===== src/rtl/spi_burst_pkg.sv =====
package spi_burst_pkg;

    localparam int WORD_W  = 32;
    localparam int DIR_BIT = 31;
    localparam int CNT_LSB = 25;
    localparam int CNT_W   = 6;

    typedef enum logic [1:0] {
        PH_CTRL  = 2'd0,
        PH_WRITE = 2'd1,
        PH_READ  = 2'd2
    } phase_e;

    function automatic logic ctl_is_write(input logic [WORD_W-1:0] w);
        return w[DIR_BIT];
    endfunction

    function automatic logic [CNT_W-1:0] ctl_count(input logic [WORD_W-1:0] w);
        return w[CNT_LSB +: CNT_W];
    endfunction

endpackage


===== src/rtl/spi_pin_sync.sv =====
module spi_pin_sync #(
    parameter int STAGES = 2
) (
    input  logic clk,
    input  logic rst,
    input  logic spi_sclk,
    input  logic spi_cs_n,
    input  logic spi_mosi,
    output logic sclk_rise,
    output logic sclk_fall,
    output logic mosi_s,
    output logic cs_act
);
    logic [STAGES-1:0] sclk_p;
    logic [STAGES-1:0] mosi_p;
    logic [STAGES-1:0] csn_p;
    logic              sclk_d;

    always_ff @(posedge clk) begin
        if (rst) begin
            sclk_p <= '0;
            mosi_p <= '0;
            csn_p  <= '1;
            sclk_d <= 1'b0;
        end else begin
            sclk_p <= {sclk_p[STAGES-2:0], spi_sclk};
            mosi_p <= {mosi_p[STAGES-2:0], spi_mosi};
            csn_p  <= {csn_p[STAGES-2:0], spi_cs_n};
            sclk_d <= sclk_p[STAGES-1];
        end
    end

    assign sclk_rise = sclk_p[STAGES-1] & ~sclk_d;
    assign sclk_fall = ~sclk_p[STAGES-1] & sclk_d;
    assign mosi_s    = mosi_p[STAGES-1];
    assign cs_act    = ~csn_p[STAGES-1];

endmodule


===== src/rtl/spi_rx_word.sv =====
module spi_rx_word
    import spi_burst_pkg::*;
(
    input  logic              clk,
    input  logic              rst,
    input  logic              cs_act,
    input  logic              sclk_rise,
    input  logic              mosi_s,
    output logic              word_done,
    output logic [WORD_W-1:0] word
);
    localparam int BCNT_W = $clog2(WORD_W);
    localparam logic [BCNT_W-1:0] LAST_BIT = BCNT_W'(WORD_W - 1);

    logic [WORD_W-2:0] rx_sh;
    logic [BCNT_W-1:0] bit_cnt;

    always_ff @(posedge clk) begin
        if (rst || !cs_act) begin
            rx_sh   <= '0;
            bit_cnt <= '0;
        end else if (sclk_rise) begin
            rx_sh   <= {rx_sh[WORD_W-3:0], mosi_s};
            bit_cnt <= bit_cnt + 1'b1;
        end
    end

    assign word      = {rx_sh, mosi_s};
    assign word_done = cs_act && sclk_rise && (bit_cnt == LAST_BIT);

endmodule


===== src/rtl/spi_tx_word.sv =====
module spi_tx_word
    import spi_burst_pkg::*;
(
    input  logic              clk,
    input  logic              rst,
    input  logic              cs_act,
    input  logic              sclk_fall,
    input  logic              load,
    input  logic [WORD_W-1:0] load_data,
    output logic              miso
);
    logic [WORD_W-1:0] tx_sh;

    always_ff @(posedge clk) begin
        if (rst || !cs_act) begin
            tx_sh <= '0;
            miso  <= 1'b0;
        end else if (load) begin
            tx_sh <= load_data;
        end else if (sclk_fall) begin
            miso  <= tx_sh[WORD_W-1];
            tx_sh <= {tx_sh[WORD_W-2:0], 1'b0};
        end
    end

endmodule


===== src/rtl/spi_burst_regport.sv =====
module spi_burst_regport
    import spi_burst_pkg::*;
#(
    parameter int ADDR_W      = 16,
    parameter int SYNC_STAGES = 2
) (
    input  logic              clk,
    input  logic              rst,
    input  logic              spi_sclk,
    input  logic              spi_cs_n,
    input  logic              spi_mosi,
    output logic              spi_miso,
    output logic              bus_wr_en,
    output logic              bus_rd_en,
    output logic [ADDR_W-1:0] bus_addr,
    output logic [WORD_W-1:0] bus_wdata,
    input  logic [WORD_W-1:0] bus_rdata
);
    localparam logic [ADDR_W-1:0] ADDR_ONE = ADDR_W'(1);
    localparam logic [CNT_W-1:0]  CNT_ONE  = CNT_W'(1);

    logic              sclk_rise, sclk_fall, mosi_s, cs_act;
    logic              word_done;
    logic [WORD_W-1:0] word;

    phase_e            phase;
    logic [ADDR_W-1:0] addr_q;
    logic [ADDR_W-1:0] baddr_q;
    logic [WORD_W-1:0] wdata_q;
    logic [CNT_W-1:0]  left_q;
    logic              wr_q, rd_q, fetch_q;

    spi_pin_sync #(.STAGES(SYNC_STAGES)) u_sync (
        .clk       (clk),
        .rst       (rst),
        .spi_sclk  (spi_sclk),
        .spi_cs_n  (spi_cs_n),
        .spi_mosi  (spi_mosi),
        .sclk_rise (sclk_rise),
        .sclk_fall (sclk_fall),
        .mosi_s    (mosi_s),
        .cs_act    (cs_act)
    );

    spi_rx_word u_rx (
        .clk       (clk),
        .rst       (rst),
        .cs_act    (cs_act),
        .sclk_rise (sclk_rise),
        .mosi_s    (mosi_s),
        .word_done (word_done),
        .word      (word)
    );

    spi_tx_word u_tx (
        .clk       (clk),
        .rst       (rst),
        .cs_act    (cs_act),
        .sclk_fall (sclk_fall),
        .load      (fetch_q),
        .load_data (bus_rdata),
        .miso      (spi_miso)
    );

    always_ff @(posedge clk) begin
        if (rst || !cs_act) begin
            phase   <= PH_CTRL;
            addr_q  <= '0;
            baddr_q <= '0;
            wdata_q <= '0;
            left_q  <= '0;
            wr_q    <= 1'b0;
            rd_q    <= 1'b0;
            fetch_q <= 1'b0;
        end else begin
            wr_q    <= 1'b0;
            rd_q    <= 1'b0;
            fetch_q <= rd_q;
            if (word_done) begin
                case (phase)
                    PH_CTRL: begin
                        addr_q <= word[ADDR_W-1:0];
                        if (ctl_is_write(word)) begin
                            phase <= PH_WRITE;
                        end else begin
                            phase <= PH_READ;
                            if (ctl_count(word) != '0) begin
                                rd_q    <= 1'b1;
                                baddr_q <= word[ADDR_W-1:0];
                                addr_q  <= word[ADDR_W-1:0] + ADDR_ONE;
                                left_q  <= ctl_count(word) - CNT_ONE;
                            end
                        end
                    end
                    PH_WRITE: begin
                        wr_q    <= 1'b1;
                        baddr_q <= addr_q;
                        wdata_q <= word;
                        addr_q  <= addr_q + ADDR_ONE;
                    end
                    PH_READ: begin
                        if (left_q != '0) begin
                            rd_q    <= 1'b1;
                            baddr_q <= addr_q;
                            addr_q  <= addr_q + ADDR_ONE;
                            left_q  <= left_q - CNT_ONE;
                        end
                    end
                    default: ;
                endcase
            end
        end
    end

    assign bus_wr_en = wr_q;
    assign bus_rd_en = rd_q;
    assign bus_addr  = baddr_q;
    assign bus_wdata = wdata_q;

endmodule


===== config.mk =====
export PLATFORM = sky130hd
export DESIGN_NAME = spi_burst_regport
export DESIGN_NICKNAME = d
export VERILOG_FILES = /design/src/rtl/spi_burst_pkg.sv /design/src/rtl/spi_pin_sync.sv /design/src/rtl/spi_rx_word.sv /design/src/rtl/spi_tx_word.sv /design/src/rtl/spi_burst_regport.sv
export SDC_FILE = /design/constraint.sdc
export NUM_CORES = 1
export LEC_CHECK = 0
export CORE_MARGIN = 2
export CORE_UTILIZATION = 55
export CTS_CLUSTER_SIZE = 20
export DETAILED_ROUTE_END_ITERATION = 12
export PLACE_DENSITY = 0.85
export SYNTH_ARGS = -nofsm -noshare
export SYNTH_HDL_FRONTEND = slang
export SYNTH_SLANG_ARGS = --single-unit

===== constraint.sdc =====
create_clock -name clk -period 2.6 [get_ports clk]
set_input_delay 0.52 -clock clk [delete_from_list [all_inputs] [get_ports clk]]
set_output_delay 0.52 -clock clk [all_outputs]
set_load 0.01 [all_outputs]

==> impl_metrics.py <==
metrics = {
    "outcome": {
        "run_status": "complete, no violations",
    },
    "global_routing": {
        "grt_max_degree": 79,
        "grt_overflow": 0,
        "antenna_found_initial": 0,
        "grt_pass1_vias": 5450,
        "gr-usage-all-layers_pct": 24.5,
        "grt_pass1_wl_mm": 26.2,
    },
    "sta": {
        "min_period_ps": 2360,
        "timing.slew.headroom_pct": 61.1,
        "tightest_slew_ps": 584,
        "fin_tns_setup_ps": 0,
        "setup_ws_ps": 239,
        "final_hold_viol_count": 0,
        "rsz0062_at_grt": "no",
        "max_freq_ghz": 0.424,
        "finalCritPeriodShare_pct": 90.8,
        "hold_ws_ps": 406,
        "slew_viol_final": 0,
        "finalSetupViolations": 0,
        "finalClockSkew_ps": 7.14,
    },
    "critical_path": {
        "rr_worst_depth": 5,
        "reg2reg_from": "phase[1]$_SDFFE_PP0P_",
        "critPathCaptureType": "flop",
        "path_cells": "ha_1 > or4b_1 > o2111ai_2 > nor3_1 > a2111oi_0",
        "path_class": "flop to flop",
        "r2r_end": "addr_q[9]$_SDFFE_PP0P_",
        "cp_slowest_cell": "or4b_1",
        "crit_fanout": 10,
        "crit_required_ps": 2900,
        "cp-start-kind": "flop",
        "cp-startpoint": "phase[1]$_SDFFE_PP0P_",
        "crit_arrival_ps": 2660,
        "rrSetupSlack_ps": 240,
        "crit_path_end": "addr_q[9]$_SDFFE_PP0P_",
        "cpPeakStageDelay_ps": 590,
    },
    "placed_design": {
        "place.port_buffers": 87,
        "dp_slack_ps": 257,
        "placed_cells": 1037,
        "gp_congestion": 0.933,
        "dp_hpwl_mm": 10.3,
    },
    "route": {
        "vias_per_cell": 5.70,
        "dr_wl_met3_mm": 1.19,
        "dr.pass1.iters": 5,
        "met1_length_mm": 7.29,
        "final_antenna_net_count": 0,
        "routedWlPerCell_um": 15.0,
        "routed_wl_mm": 16.0,
        "top_layer": "met4",
        "drt-initial-drc-count": 469,
        "vias": 6093,
        "wl_met2_mm": 7.27,
        "drc": 0,
    },
    "logic_synthesis": {
        "synthDominantCellAreaShare_pct": 44.6,
        "ys.flop_type": "dfxtp_1",
        "netlist_top_cells_area": "dfxtp_1 (45%), nand2_1 (9.2%), a21oi_1 (9.0%)",
        "syn-mean-instance-area_um2": 7.98,
        "yosysUniqueCellTypes": 58,
        "yosys_warnings": 0,
        "ys_seq_area_share_pct": 44.6,
        "synthCells": 850,
        "synth_nets": 896,
        "synth_area_leader_cell": "dfxtp_1",
        "async_reset_ff_share_pct": 0,
        "synth_seq_cells": 151,
        "synth_edf_count": 0,
        "netlist_area_um2": 6790,
    },
    "min_path": {
        "hold_path.class": "flop to flop",
        "min-delay-start": "u_sync.csn_p[0]$_SDFF_PP1_",
        "whs_path_depth": 1,
    },
    "clock_tree": {
        "h-tree-depth": 4,
        "post_cts_buffers": 0,
        "root_buffer": "clkbuf_16",
        "cts_resized": 0,
        "clkSinkCount": 151,
        "cts_tree": "yes",
        "clk_latency_ps": 420,
        "clockBufferDepth": 2,
        "ctsHoldBuffers": 0,
        "path_clk_slew_ps": 60,
        "cts_buffers": 17,
    },
    "floorplan": {
        "start_util_pct": 56.5,
        "rows": 40,
        "die_w_um": 115,
        "dieArea_um2": 13200,
        "boundaryPins": 88,
        "die_height_um": 115,
        "core_area_um2": 12000,
    },
    "layout": {
        "antenna_cells": 0,
        "layout_common_cells": "nand2_1 (166), dfxtp_1 (150), a21oi_1 (121)",
        "fin_nets": 955,
        "final_cells": 1069,
        "area_delta_synth_final_pct": 23.9,
        "layout.filler_cells": 923,
        "final_common_cell": "nand2_1",
        "drive_above_1_share_pct": 7.81,
    },
    "power_and_ir_drop": {
        "leakage_nw": 2.89,
        "ir_drop_mv": 0.398,
        "fin_total_pwr_w": 0.00506,
        "pwr_density_cell_nw_per_um2": 602,
    },
    "job": {
        "max_cap_viol_count": 0,
    },
}
[per-stage QoR]
| stage | utilization (%) | area [um2] |
|---|---|---|
| global placement | 64.6 | 7760 |
| detailed placement | 64.6 | 7760 |
| global route | 70.0 | 8400 |
| floorplan | - | 6790 |
| CTS | 70.0 | 8400 |
| finish | 70.0 | 8400 |
[kinds of logic after synthesis]
group | after synthesis | synth area share [%]
compound gates | 201 | 17.4
simple gates | 349 | 22.9
fa+ha+maj | 9 | 1.66
xor+xnor | 12 | 1.55
flops | 151 | 44.6
mux | 47 | 6.95
buf+inv | 81 | 4.96
[state kept, by name (all words and copies together) (netlist names), 2 cells and up]
signal / cells
u_rx.bit_cnt: 5
u_sync.mosi_p: 2
phase: 2
u_sync.sclk_p: 2
u_tx.tx_sh: 32
u_rx.rx_sh: 31
u_sync.csn_p: 2
left_q: 6
addr_q: 16
bus_addr: 16
bus_wdata: 32
[Yosys cell counts, types with 10 or more instances]
master,n
nand2_1,166
dfxtp_1,151
a21oi_1,122
nor2_1,94
clkbuf_1,55
mux2i_1,46
o21ai_0,20
a211oi_1,14
inv_1,13
nor3_1,12
nor4_1,11
nand3_1,10
[worst min-delay path by stage]
stage | to | slack [ps]
6_report | u_sync.csn_p[1]$_SDFF_PP1_ | 410
3_5_place_dp | u_sync.csn_p[1]$_SDFF_PP1_ | 390
3_3_place_gp | u_sync.csn_p[1]$_SDFF_PP1_ | 400
2_1_floorplan | u_sync.csn_p[1]$_SDFF_PP1_ | 390
4_1_cts | u_sync.csn_p[1]$_SDFF_PP1_ | 410
5_1_grt | u_sync.csn_p[1]$_SDFF_PP1_ | 420
[critical path, delay by kind of cell, from the launching register on]
kind | cells | cell delay [ps]
adders and majority gates | 1 | 320
AOI/OAI and AO/OA | 2 | 800
DFF | 1 | 420
and+or+nand+nor | 2 | 710
[power by group]
group | total [W] | switching (W) | internal (W)
Sequential | 0.00232 | 0.00000428 | 0.00232
Clock | 0.00262 | 0.000952 | 0.00167
Combinational | 0.000116 | 0.0000506 | 0.0000653
[metal layers]
metal,vias up,track usage (%)
li1,3050,-
met1,2818,32.7
met2,205,38.5
met3,20,6.06
met4,0,9.48
met5,-,0
[layout make-up]
class / instances / area (um2) / area share [%]
timing repair buffer: 108 / 1070 / 12.7
clock buffer: 23 / 508 / 6.04
multi-input combinational: 618 / 3440 / 40.9
clock inverter: 9 / 136 / 1.62
inverter: 13 / 48.8 / 0.581
tap: 147 / 184 / 2.19
sequential: 151 / 3020 / 36.0
(Power assumes the default switching activity.)
